## src/rtl/md_pkg.sv

```systemverilog
package md_pkg;
  // operation kind: bit 1 = divide, bit 0 = doubleword
  typedef enum logic [1:0] {
    MD_MUL_W = 2'b00,
    MD_MUL_D = 2'b01,
    MD_DIV_W = 2'b10,
    MD_DIV_D = 2'b11
  } md_kind_e;

  typedef struct packed {
    logic is_div;
    logic is_dword;
    logic neg_main;  // negate product / quotient
    logic neg_rem;   // negate remainder
  } md_ctl_t;
endpackage

```

## src/rtl/md_rst_sync.sv

```systemverilog
module md_rst_sync #(
  parameter int STAGES = 2
) (
  input  logic clk,
  input  logic rst_n_async,
  output logic rst_n_sync
);
  logic [STAGES-1:0] sync_q;

  always_ff @(posedge clk or negedge rst_n_async) begin
    if (!rst_n_async) sync_q <= '0;
    else              sync_q <= {sync_q[STAGES-2:0], 1'b1};
  end

  assign rst_n_sync = sync_q[STAGES-1];
endmodule

```

## src/rtl/md_sequencer.sv

```systemverilog
module md_sequencer
  import md_pkg::*;
#(
  parameter int MUL_LAT_W = 10,
  parameter int MUL_LAT_D = 20,
  parameter int DIV_LAT_W = 69,
  parameter int DIV_LAT_D = 133
) (
  input  logic     clk,
  input  logic     rst_n,
  input  logic     req_valid,
  input  md_kind_e kind,
  output logic     accept,
  output logic     commit,
  output logic     busy
);
  localparam int MAX_MUL = (MUL_LAT_W > MUL_LAT_D) ? MUL_LAT_W : MUL_LAT_D;
  localparam int MAX_DIV = (DIV_LAT_W > DIV_LAT_D) ? DIV_LAT_W : DIV_LAT_D;
  localparam int MAX_LAT = (MAX_MUL > MAX_DIV) ? MAX_MUL : MAX_DIV;
  localparam int CNT_W   = $clog2(MAX_LAT + 1);

  logic [CNT_W-1:0] cnt_q, cnt_d, lat_sel;
  logic             cnt_en;

  always_comb begin
    unique case (kind)
      MD_MUL_W: lat_sel = CNT_W'(MUL_LAT_W);
      MD_MUL_D: lat_sel = CNT_W'(MUL_LAT_D);
      MD_DIV_W: lat_sel = CNT_W'(DIV_LAT_W);
      default:  lat_sel = CNT_W'(DIV_LAT_D);
    endcase
  end

  assign busy   = (cnt_q != '0);
  assign accept = req_valid && !busy;
  assign commit = (cnt_q == CNT_W'(1));

  always_comb begin
    cnt_en = accept || busy;
    cnt_d  = accept ? lat_sel : (cnt_q - CNT_W'(1));
  end

  always_ff @(posedge clk or negedge rst_n) begin
    if (!rst_n)      cnt_q <= '0;
    else if (cnt_en) cnt_q <= cnt_d;
  end
endmodule

```

## src/rtl/md_mul_core.sv

```systemverilog
module md_mul_core #(
  parameter int XLEN = 64,
  parameter int STEP = 4
) (
  input  logic              clk,
  input  logic              rst_n,
  input  logic              start,
  input  logic              half,
  input  logic [XLEN-1:0]   a_mag,
  input  logic [XLEN-1:0]   b_mag,
  output logic [2*XLEN-1:0] prod,
  output logic              done
);
  localparam int PW    = 2 * XLEN;
  localparam int HALF  = XLEN / 2;
  localparam int NFULL = XLEN / STEP;
  localparam int NHALF = NFULL / 2;
  localparam int SCW   = $clog2(NFULL + 1);
  localparam int SW    = XLEN + STEP;

  logic [PW-1:0]   p_q, p_d;
  logic [XLEN-1:0] a_q;
  logic            half_q;
  logic [SCW-1:0]  left_q, left_d;
  logic            run_en;
  logic [SW-1:0]   partial, sum;

  // one radix-2^STEP digit of the multiplier per cycle
  always_comb begin
    partial = {{STEP{1'b0}}, a_q} * {{XLEN{1'b0}}, p_q[STEP-1:0]};
    sum     = {{STEP{1'b0}}, p_q[PW-1:XLEN]} + partial;
  end

  always_comb begin
    run_en = start || (left_q != '0);
    if (start) begin
      p_d    = {{XLEN{1'b0}}, b_mag};
      left_d = half ? SCW'(NHALF) : SCW'(NFULL);
    end else begin
      p_d    = {sum, p_q[XLEN-1:STEP]};
      left_d = left_q - SCW'(1);
    end
  end

  always_ff @(posedge clk or negedge rst_n) begin
    if (!rst_n) begin
      p_q    <= '0;
      left_q <= '0;
    end else if (run_en) begin
      p_q    <= p_d;
      left_q <= left_d;
    end
  end

  always_ff @(posedge clk or negedge rst_n) begin
    if (!rst_n) begin
      a_q    <= '0;
      half_q <= 1'b0;
    end else if (start) begin
      a_q    <= a_mag;
      half_q <= half;
    end
  end

  // word mode stops after half the digits: product sits one half-word up
  assign prod = half_q ? {{XLEN{1'b0}}, p_q[XLEN+HALF-1:HALF]} : p_q;
  assign done = (left_q == '0);
endmodule

```

## src/rtl/md_div_core.sv

```systemverilog
module md_div_core #(
  parameter int XLEN = 64
) (
  input  logic            clk,
  input  logic            rst_n,
  input  logic            start,
  input  logic            half,
  input  logic [XLEN-1:0] num_mag,
  input  logic [XLEN-1:0] den_mag,
  output logic [XLEN-1:0] quo,
  output logic [XLEN-1:0] rem,
  output logic            done
);
  localparam int HALF = XLEN / 2;
  localparam int CW   = $clog2(XLEN + 1);

  logic [XLEN-1:0] q_q, q_d, r_q, r_d, d_q;
  logic [CW-1:0]   left_q, left_d;
  logic [XLEN:0]   trial, diff;
  logic            fits, run_en;

  // restoring step: shift in the next dividend bit, subtract when it fits
  always_comb begin
    trial = {r_q, q_q[XLEN-1]};
    diff  = trial - {1'b0, d_q};
    fits  = (trial >= {1'b0, d_q});
  end

  always_comb begin
    run_en = start || (left_q != '0);
    if (start) begin
      q_d    = half ? (num_mag << HALF) : num_mag;
      r_d    = '0;
      left_d = half ? CW'(HALF) : CW'(XLEN);
    end else begin
      q_d    = {q_q[XLEN-2:0], fits};
      r_d    = fits ? diff[XLEN-1:0] : trial[XLEN-1:0];
      left_d = left_q - CW'(1);
    end
  end

  always_ff @(posedge clk or negedge rst_n) begin
    if (!rst_n) begin
      q_q    <= '0;
      r_q    <= '0;
      left_q <= '0;
    end else if (run_en) begin
      q_q    <= q_d;
      r_q    <= r_d;
      left_q <= left_d;
    end
  end

  always_ff @(posedge clk or negedge rst_n) begin
    if (!rst_n)     d_q <= '0;
    else if (start) d_q <= den_mag;
  end

  assign quo  = q_q;
  assign rem  = r_q;
  assign done = (left_q == '0);
endmodule

```

## src/rtl/md_unit.sv

```systemverilog
module md_unit
  import md_pkg::*;
#(
  parameter int XLEN      = 64,
  parameter int MUL_STEP  = 4,
  parameter int MUL_LAT_W = 10,
  parameter int MUL_LAT_D = 20,
  parameter int DIV_LAT_W = 69,
  parameter int DIV_LAT_D = 133
) (
  input  logic            clk,
  input  logic            rst_n,
  input  logic            req_valid,
  input  logic            req_div,
  input  logic            req_signed,
  input  logic            req_dword,
  input  logic [XLEN-1:0] req_a,
  input  logic [XLEN-1:0] req_b,
  output logic            req_ready,
  output logic            busy,
  input  logic            rd_req,
  output logic            stall,
  output logic [XLEN-1:0] hi,
  output logic [XLEN-1:0] lo
);
  localparam int HALF = XLEN / 2;
  localparam int PW   = 2 * XLEN;

  logic core_rst_n;
  logic accept, commit;
  logic mul_done, div_done;
  md_kind_e kind;

  md_rst_sync #(.STAGES(2)) u_rst_sync (
    .clk(clk), .rst_n_async(rst_n), .rst_n_sync(core_rst_n)
  );

  assign kind = md_kind_e'({req_div, req_dword});

  md_sequencer #(
    .MUL_LAT_W(MUL_LAT_W), .MUL_LAT_D(MUL_LAT_D),
    .DIV_LAT_W(DIV_LAT_W), .DIV_LAT_D(DIV_LAT_D)
  ) u_seq (
    .clk(clk), .rst_n(core_rst_n), .req_valid(req_valid), .kind(kind),
    .accept(accept), .commit(commit), .busy(busy)
  );

  // ---------------- operand conditioning ----------------
  logic [XLEN-1:0] a_sx, b_sx, a_abs, b_abs, a_mag, b_mag;
  logic            a_neg, b_neg;

  always_comb begin
    a_sx  = req_dword ? req_a : {{HALF{req_a[HALF-1]}}, req_a[HALF-1:0]};
    b_sx  = req_dword ? req_b : {{HALF{req_b[HALF-1]}}, req_b[HALF-1:0]};
    a_neg = req_signed && a_sx[XLEN-1];
    b_neg = req_signed && b_sx[XLEN-1];
    a_abs = a_neg ? -a_sx : a_sx;
    b_abs = b_neg ? -b_sx : b_sx;
    a_mag = req_dword ? a_abs : {{HALF{1'b0}}, a_abs[HALF-1:0]};
    b_mag = req_dword ? b_abs : {{HALF{1'b0}}, b_abs[HALF-1:0]};
  end

  md_ctl_t ctl_q, ctl_d;

  always_comb begin
    ctl_d.is_div   = req_div;
    ctl_d.is_dword = req_dword;
    ctl_d.neg_main = a_neg ^ b_neg;
    ctl_d.neg_rem  = a_neg;
  end

  always_ff @(posedge clk or negedge core_rst_n) begin
    if (!core_rst_n)  ctl_q <= '0;
    else if (accept)  ctl_q <= ctl_d;
  end

  // ---------------- engines ----------------
  logic [PW-1:0]   prod;
  logic [XLEN-1:0] quo, rem;

  md_mul_core #(.XLEN(XLEN), .STEP(MUL_STEP)) u_mul (
    .clk(clk), .rst_n(core_rst_n), .start(accept && !req_div),
    .half(!req_dword), .a_mag(a_mag), .b_mag(b_mag),
    .prod(prod), .done(mul_done)
  );

  md_div_core #(.XLEN(XLEN)) u_div (
    .clk(clk), .rst_n(core_rst_n), .start(accept && req_div),
    .half(!req_dword), .num_mag(a_mag), .den_mag(b_mag),
    .quo(quo), .rem(rem), .done(div_done)
  );

  // ---------------- result formatting ----------------
  logic [PW-1:0]   prod_s;
  logic [XLEN-1:0] quo_s, rem_s, hi_d, lo_d;

  always_comb begin
    prod_s = ctl_q.neg_main ? -prod : prod;
    quo_s  = ctl_q.neg_main ? -quo  : quo;
    rem_s  = ctl_q.neg_rem  ? -rem  : rem;
    unique case ({ctl_q.is_div, ctl_q.is_dword})
      2'b00: begin
        hi_d = {{HALF{prod_s[XLEN-1]}}, prod_s[XLEN-1:HALF]};
        lo_d = {{HALF{prod_s[HALF-1]}}, prod_s[HALF-1:0]};
      end
      2'b01: begin
        hi_d = prod_s[PW-1:XLEN];
        lo_d = prod_s[XLEN-1:0];
      end
      2'b10: begin
        hi_d = {{HALF{rem_s[HALF-1]}}, rem_s[HALF-1:0]};
        lo_d = {{HALF{quo_s[HALF-1]}}, quo_s[HALF-1:0]};
      end
      default: begin
        hi_d = rem_s;
        lo_d = quo_s;
      end
    endcase
  end

  logic [XLEN-1:0] hi_q, lo_q;

  always_ff @(posedge clk or negedge core_rst_n) begin
    if (!core_rst_n) begin
      hi_q <= '0;
      lo_q <= '0;
    end else if (commit) begin
      hi_q <= hi_d;
      lo_q <= lo_d;
    end
  end

  assign hi        = hi_q;
  assign lo        = lo_q;
  assign req_ready = !busy;
  assign stall     = rd_req && busy;
endmodule

```

## config.mk

```make
export PLATFORM = sky130hd
export DESIGN_NAME = md_unit
export DESIGN_NICKNAME = d
export VERILOG_FILES = /design/src/rtl/md_pkg.sv /design/src/rtl/md_rst_sync.sv /design/src/rtl/md_sequencer.sv /design/src/rtl/md_mul_core.sv /design/src/rtl/md_div_core.sv /design/src/rtl/md_unit.sv
export SDC_FILE = /design/constraint.sdc
export NUM_CORES = 2
export LEC_CHECK = 0
export CAP_MARGIN = 15
export CORE_ASPECT_RATIO = 0.75
export CORE_MARGIN = 10
export CORE_UTILIZATION = 52
export DETAILED_ROUTE_END_ITERATION = 10
export PLACE_DENSITY_LB_ADDON = 0.25
export SETUP_SLACK_MARGIN = 0.3
export SLEW_MARGIN = 5
export SYNTH_ARGS = -nofsm -noshare
export SYNTH_HDL_FRONTEND = slang
export SYNTH_SLANG_ARGS = --single-unit
export TNS_END_PERCENT = 1
```

## constraint.sdc

```tcl
create_clock -name clk -period 30.7 [get_ports clk]
set_input_delay 6.14 -clock clk [delete_from_list [all_inputs] [get_ports clk]]
set_output_delay 6.14 -clock clk [all_outputs]
set_load 0.02 [all_outputs]
```

# Yosys cells after proc, flatten, opt, wreduce, memory -nomap -nowiden
# Cells that the tools add are included.
[word_totals] register_bits=539 in_bits=135 output_inout_bits=131 wordCells=74
[op_classes] addsub=10 n_mul=1 n_lt_le_gt_ge=1 n_eq_ne=5 mux=23 bitwise_logic=1 n_reduce_logical=17
[op_table] operator="$mux W64" count=12
[op_table] operator="$mux W128" count=3
[op_table] operator="$pmux W64 S3" count=2
[op_table] operator="$neg A64 Y64" count=4
[op_table] operator="$neg A128 Y128" count=1
[op_table] operator="$add A64 B68 Y68" count=1
[op_table] operator="$mul A64 B4 Y68" count=1
[op_table] operator="$ge A65 B64 Y1" count=1
[op_table] operator="$sub A64 B64 Y64" count=1
[op_table] operator="$pmux W8 S3" count=1
[op_table] operator="$mux W7" count=2
[op_table] operator="$mux W5" count=2
[op_table] operator="$eq A8 B1 Y1 const B" count=1
[op_table] operator="$mux W8" count=1
[op_table] operator="$reduce_bool A8 Y1" count=1
[op_table] operator="$sub A8 B1 Y8 const B" count=1
[op_table] operator="$reduce_bool A7 Y1" count=1
[op_table] operator="$sub A7 B1 Y7 const B" count=1
[op_table] operator="$logic_and A1 B1 Y1" count=6
[op_table] operator="$reduce_bool A5 Y1" count=1
[op_table] operator="$sub A5 B1 Y5 const B" count=1
[op_table] operator="$eq A2 B1 Y1 const B" count=2
[op_table] operator="$eq A2 B2 Y1 const B" count=2
[op_table] operator="$logic_not A2 Y1" count=2
[op_table] operator="other kinds (3)" count=7

# Depth between registers and ports, before layout
[logic_depth] depth_word=6 ltp_mapped=27 ltp_nobuf=21

# By module
# From an unflattened synthesis, not the netlist that was laid out.
[unflattened] cells_unflattened=6171 area_unflattened_um2=50365.8
[by_module_without_submodules] module="md_mul_core" n_inst=1 cells_each=2206 area_each_um2=19688.9 seq_area_each_um2=4954.8
[by_module_without_submodules] module="md_unit" n_inst=1 cells_each=2338 area_each_um2=16957.5 seq_area_each_um2=3303.2
[by_module_without_submodules] module="md_div_core" n_inst=1 cells_each=1569 area_each_um2=13121.3 seq_area_each_um2=4979.8
[by_module_without_submodules] module="md_sequencer" n_inst=1 cells_each=55 area_each_um2=544.3 seq_area_each_um2=200.2
[by_module_without_submodules] module="md_rst_sync" n_inst=1 cells_each=3 area_each_um2=53.8 seq_area_each_um2=50.0

# Worst setup path before layout
# OpenSTA, ideal clock, no wires.
[synth_path] path_kind="input to output" startpoint="input port rd_req" endpoint="output port stall" t_arrival_ns=6.350 path_slack_ns=18.210 cell_stages=1 path_cell_list="and2_1"
[synth_via] elab_chain_cells=1
[synth_rtl] item="from (decl)" line_no="md_unit.sv:21" source="input logic rd_req,"
[synth_rtl] item="$logic_and A1 B1 Y1" line_no="md_unit.sv:136" source="assign stall = rd_req && busy;"
[synth_rtl] item="to (decl)" line_no="md_unit.sv:22" source="output logic stall,"
# No other way between the ends.

# Worst setup path in the final report
# Same ends and word-level chain as after synthesis.

==> metrics.md <==
| Metric | Value |
|---|---|
| Failing checks | `max-capacitance violations, max-slew violations` |
| Max H-tree Level | `2` |
| Crit path launch | `rd_req` |
| Design Area, Final | `roughly 55000 µm²` |
| Post-CTS Resized | `0` |
| Post-Synthesis Cell Area | `48950 µm²` |
| Worst path top cell family by delay | `buffers and inverters` |
| # nets final | `6749` |
| Ys flop type | `dfrtp_1` |
| Max_cap viols | `1` |
| Area grow syn2layout | `11.68%` |
| Synth Instances | `roughly 6200` |
| CTS Root Cell | `clkbuf_16` |
| FP Rows | `97` |
| Register area share after synthesis | `0.2756` |
| Post-Syn Nets | `around 6700` |
| Slew Limit Fails | `5` |
| Clk network pwr share | `0.177` |
| Pre-CTS WS | `17.22 ns` |
| Routed wire per std cell | `29.85 µm` |
| EDFF count, synth | `0` |
| CTS Buf Count | `60` |
| Worst Hold Class | `flop to flop` |
| Filler Cell Count | `~8500` |
| Crit path kind | `input pin to primary output` |
| Power Internal | `2.191 mW` |
| Status | `finished with violations` |
| Synth Warn # | `0` |
| Async S/R FF share, synth | `1.000` |
| Top fanout value on the critical path | `1` |
| Sink Count | `roughly 540` |
| Total Routed Length | `225.8 mm` |
| P_leak | `23.88 nW` |
| Clock latency reported for the late side of the worst-skew pair | `around 0.70 ns` |
| First DRT Iteration DRCs | `7751` |
| Min Clock Period, post-route | `13.46 ns` |
| Fin Clk Skew | `0.04765 ns` |
| Core area | `approximately 93000 µm²` |
| Ratio of cells with drive above 1 in the final layout | `0.04759` |
| Worst setup SP type | `input pin` |
| Comb power frac | `0.519` |
| GR Overflow Total | `0` |
| Worst path max stage delay | `slightly above 0.6 ns` |
| WP data required | `24.56 ns` |
| # IOs | `roughly 270` |
| Final hold vios | `0` |
| Max rail drop VDD | `~73 µV` |
| Crit. End Element | `primary output` |
| DRT Pass-1 Iters | `6` |
| Power Density | `82.52 nW/µm²` |
| Hold slack | `0.3818 ns` |
| HP Start | `u_rst_sync.sync_q[0]` |
| RSZ-0062 raised after global routing | `false` |
| Setup_tns | `0 ns` |
| Critical path buffer and inverter count | `2` |
| Endpoints failing setup | `0` |
| Die height | `~290 µm` |
| Final routed DRC violation total | `0` |
| Period utilization | `0.4383` |
| Vias per cell | `6.614` |
| Number of distinct library cells after synthesis | `~90` |
| Worst R2R Start | `u_mul.p_q[3]` |
| NetSw | `between 2 and 2.5 mW` |
| Postcts setup bufs | `0` |
| Highest clock rate | `~74 MHz` |
| Avg Cell Area, Syn | `slightly below 8 µm²` |
| Yosys reg bits | `approximately 540` |
| Slew @ Worst Pin | `roughly 1.5 ns` |
| Global Route Usage Sum | `0.4075` |
| Antenna-violating nets left | `0` |
| Clock Tree Buf Depth | `3` |
| Critical path, cell by cell | `clkdlybuf4s50_1 -> and2_1 -> clkdlybuf4s50_1` |
| CP max stage cell | `clkdlybuf4s50_1` |
| Final WS setup | `approximately 17 ns` |
| Hold_buf cts | `0` |
| Pin count of the biggest net entering global routing | `around 140` |
| Commonest cells after routing, fill and taps aside | `808 x nand2_1, 533 x dfrtp_1, 508 x nor2_1, 461 x o21ai_0, 459 x inv_1` |
| Antenna violations before repair | `17` |
| Die X | `374.3 µm` |
| Die area | `106900 µm²` |
| Switching Fraction | `0.5143` |
| Slew HR | `-0.03375` |
| Buffers on Ports | `265` |
| Part of the power in registers | `0.305` |
| Vias | `between 50000 and 60000` |
| Most frequent CP cell | `clkdlybuf4s50_1` |
| Initial Util | `0.5244` |
| First-pass GRT wire length | `roughly 330 mm` |
| Arr. time, crit path | `approximately 7.3 ns` |
| Most common cell after layout, fill and taps aside | `nand2_1` |
| Clk slew on worst S/H paths | `0.06 ns` |
| Vias in the first global route | `between 40000 and 50000` |
| Final Wtd Congestion | `approximately 1.1` |
| CTS tree | `done` |
| Placed Area | `52510 µm²` |
| Detailed placement HPWL | `176.5 mm` |
-- per-stage QoR --
stage,utilization,instances,power (mW)
after floorplan,-,6243,2.621
after global placement,0.5626,7448,3.552
after detailed placement,0.5626,7448,3.578
after CTS,0.5852,7559,4.384
after global routing,0.5856,7563,4.692
final,0.5857,7567,4.511
-- final timing paths --
| path | to | slack [ns] | cells after the start |
|---|---|---|---|
| setup / recovery | stall | 17.24 | 3 |
| hold / removal | u_rst_sync.sync_q[1] | 0.38 | 0 |
| setup reg to reg | u_mul.p_q[124] | 22.77 | 21 |
| hold reg to reg | u_rst_sync.sync_q[1] | 0.38 | 0 |
| max in group asynchronous | u_rst_sync.sync_q[1] | 24.94 | 1 |
| min in group asynchronous | u_div.rem[49] | 0.41 | 0 |
-- metal layers --
metal | wire length (µm) | up-vias | GRT usage
met1 | 93890 | 24490 | 0.5796
met2 | 87480 | 3289 | 0.5486
met4 | 11430 | 12 | 0.1714
met3 | 32960 | 493 | 0.1478
met5 | 77 | - | 0
li1 | - | 21770 | -
-- sequential cells by signal, summed over array words and instances, names as in the netlist --
name               cells
u_div.rem             64
u_mul.p_q            128
u_mul.a_q             64
u_div.left_q           7
lo                    64
u_mul.left_q           5
u_mul.half_q           1
u_div.quo             64
u_rst_sync.sync_q      2
ctl_q                  4
u_div.d_q             64
u_seq.cnt_q            8
hi                    64
-- Yosys cell counts, types with 47 or more instances --
cell / count / area [µm²]
nand2_1: 809 / 3037
dfrtp_1: 539 / 13490
nor2_1: 513 / 1926
o21ai_0: 461 / 2307
inv_1: 459 / 1723
a21oi_1: 438 / 2192
clkbuf_1: 335 / 1257
xnor2_1: 277 / 2426
and2_1: 260 / 1627
fa_1: 188 / 3764
nor3_1: 180 / 900.9
xor2_1: 176 / 1541
ha_1: 150 / 1877
mux2i_1: 141 / 1411
o31ai_1: 98 / 735.7
a31oi_1: 97 / 606.8
o22ai_1: 96 / 600.6
nand3_1: 83 / 415.4
a211oi_1: 79 / 593.1
a21o_1: 79 / 593.1
or3_1: 68 / 425.4
nand4_1: 57 / 356.6
nor4_1: 47 / 294.0
-- power groups by stage --
stage	Combinational, mW	Clock (mW)	Sequential, mW
2_1_floorplan	1.44	0	1.18
3_3_place_gp	2.21	0	1.34
3_5_place_dp	2.23	0	1.34
4_1_cts	2.25	0.797	1.34
5_1_grt	2.49	0.825	1.37
6_report	2.34	0.797	1.37
-- final cells by class --
| class | instances | area (µm²) | area share |
|---|---|---|---|
| inverters | 462 | 1734 | 0.03172 |
| diodes | 5 | 12.51 | 0.0002289 |
| clock buffers | 75 | 1659 | 0.03035 |
| flip-flops and latches | 539 | 13510 | 0.2471 |
| multi-input cells | 4847 | 32290 | 0.5907 |
| repair buffers | 366 | 3463 | 0.06336 |
| clock inverters | 36 | 451.7 | 0.008263 |
| well taps | 1237 | 1548 | 0.02831 |
-- cells by family (layout without fill, tap and decap cells) --
logic type / Yosys count / after routing / synth area share
buffers and inverters: 857 / 939 / 0.06738
adder cells (fa/ha/maj): 338 / 338 / 0.1152
AND/OR/NAND/NOR: 2221 / 2221 / 0.2143
multiplexers: 159 / 159 / 0.03372
other: 1 / 6 / 0.00007661
XOR/XNOR: 453 / 453 / 0.08106
AO/OA/AOI/OAI: 1675 / 1675 / 0.2126
flip-flops: 539 / 539 / 0.2756
(Power assumes the default switching activity.)
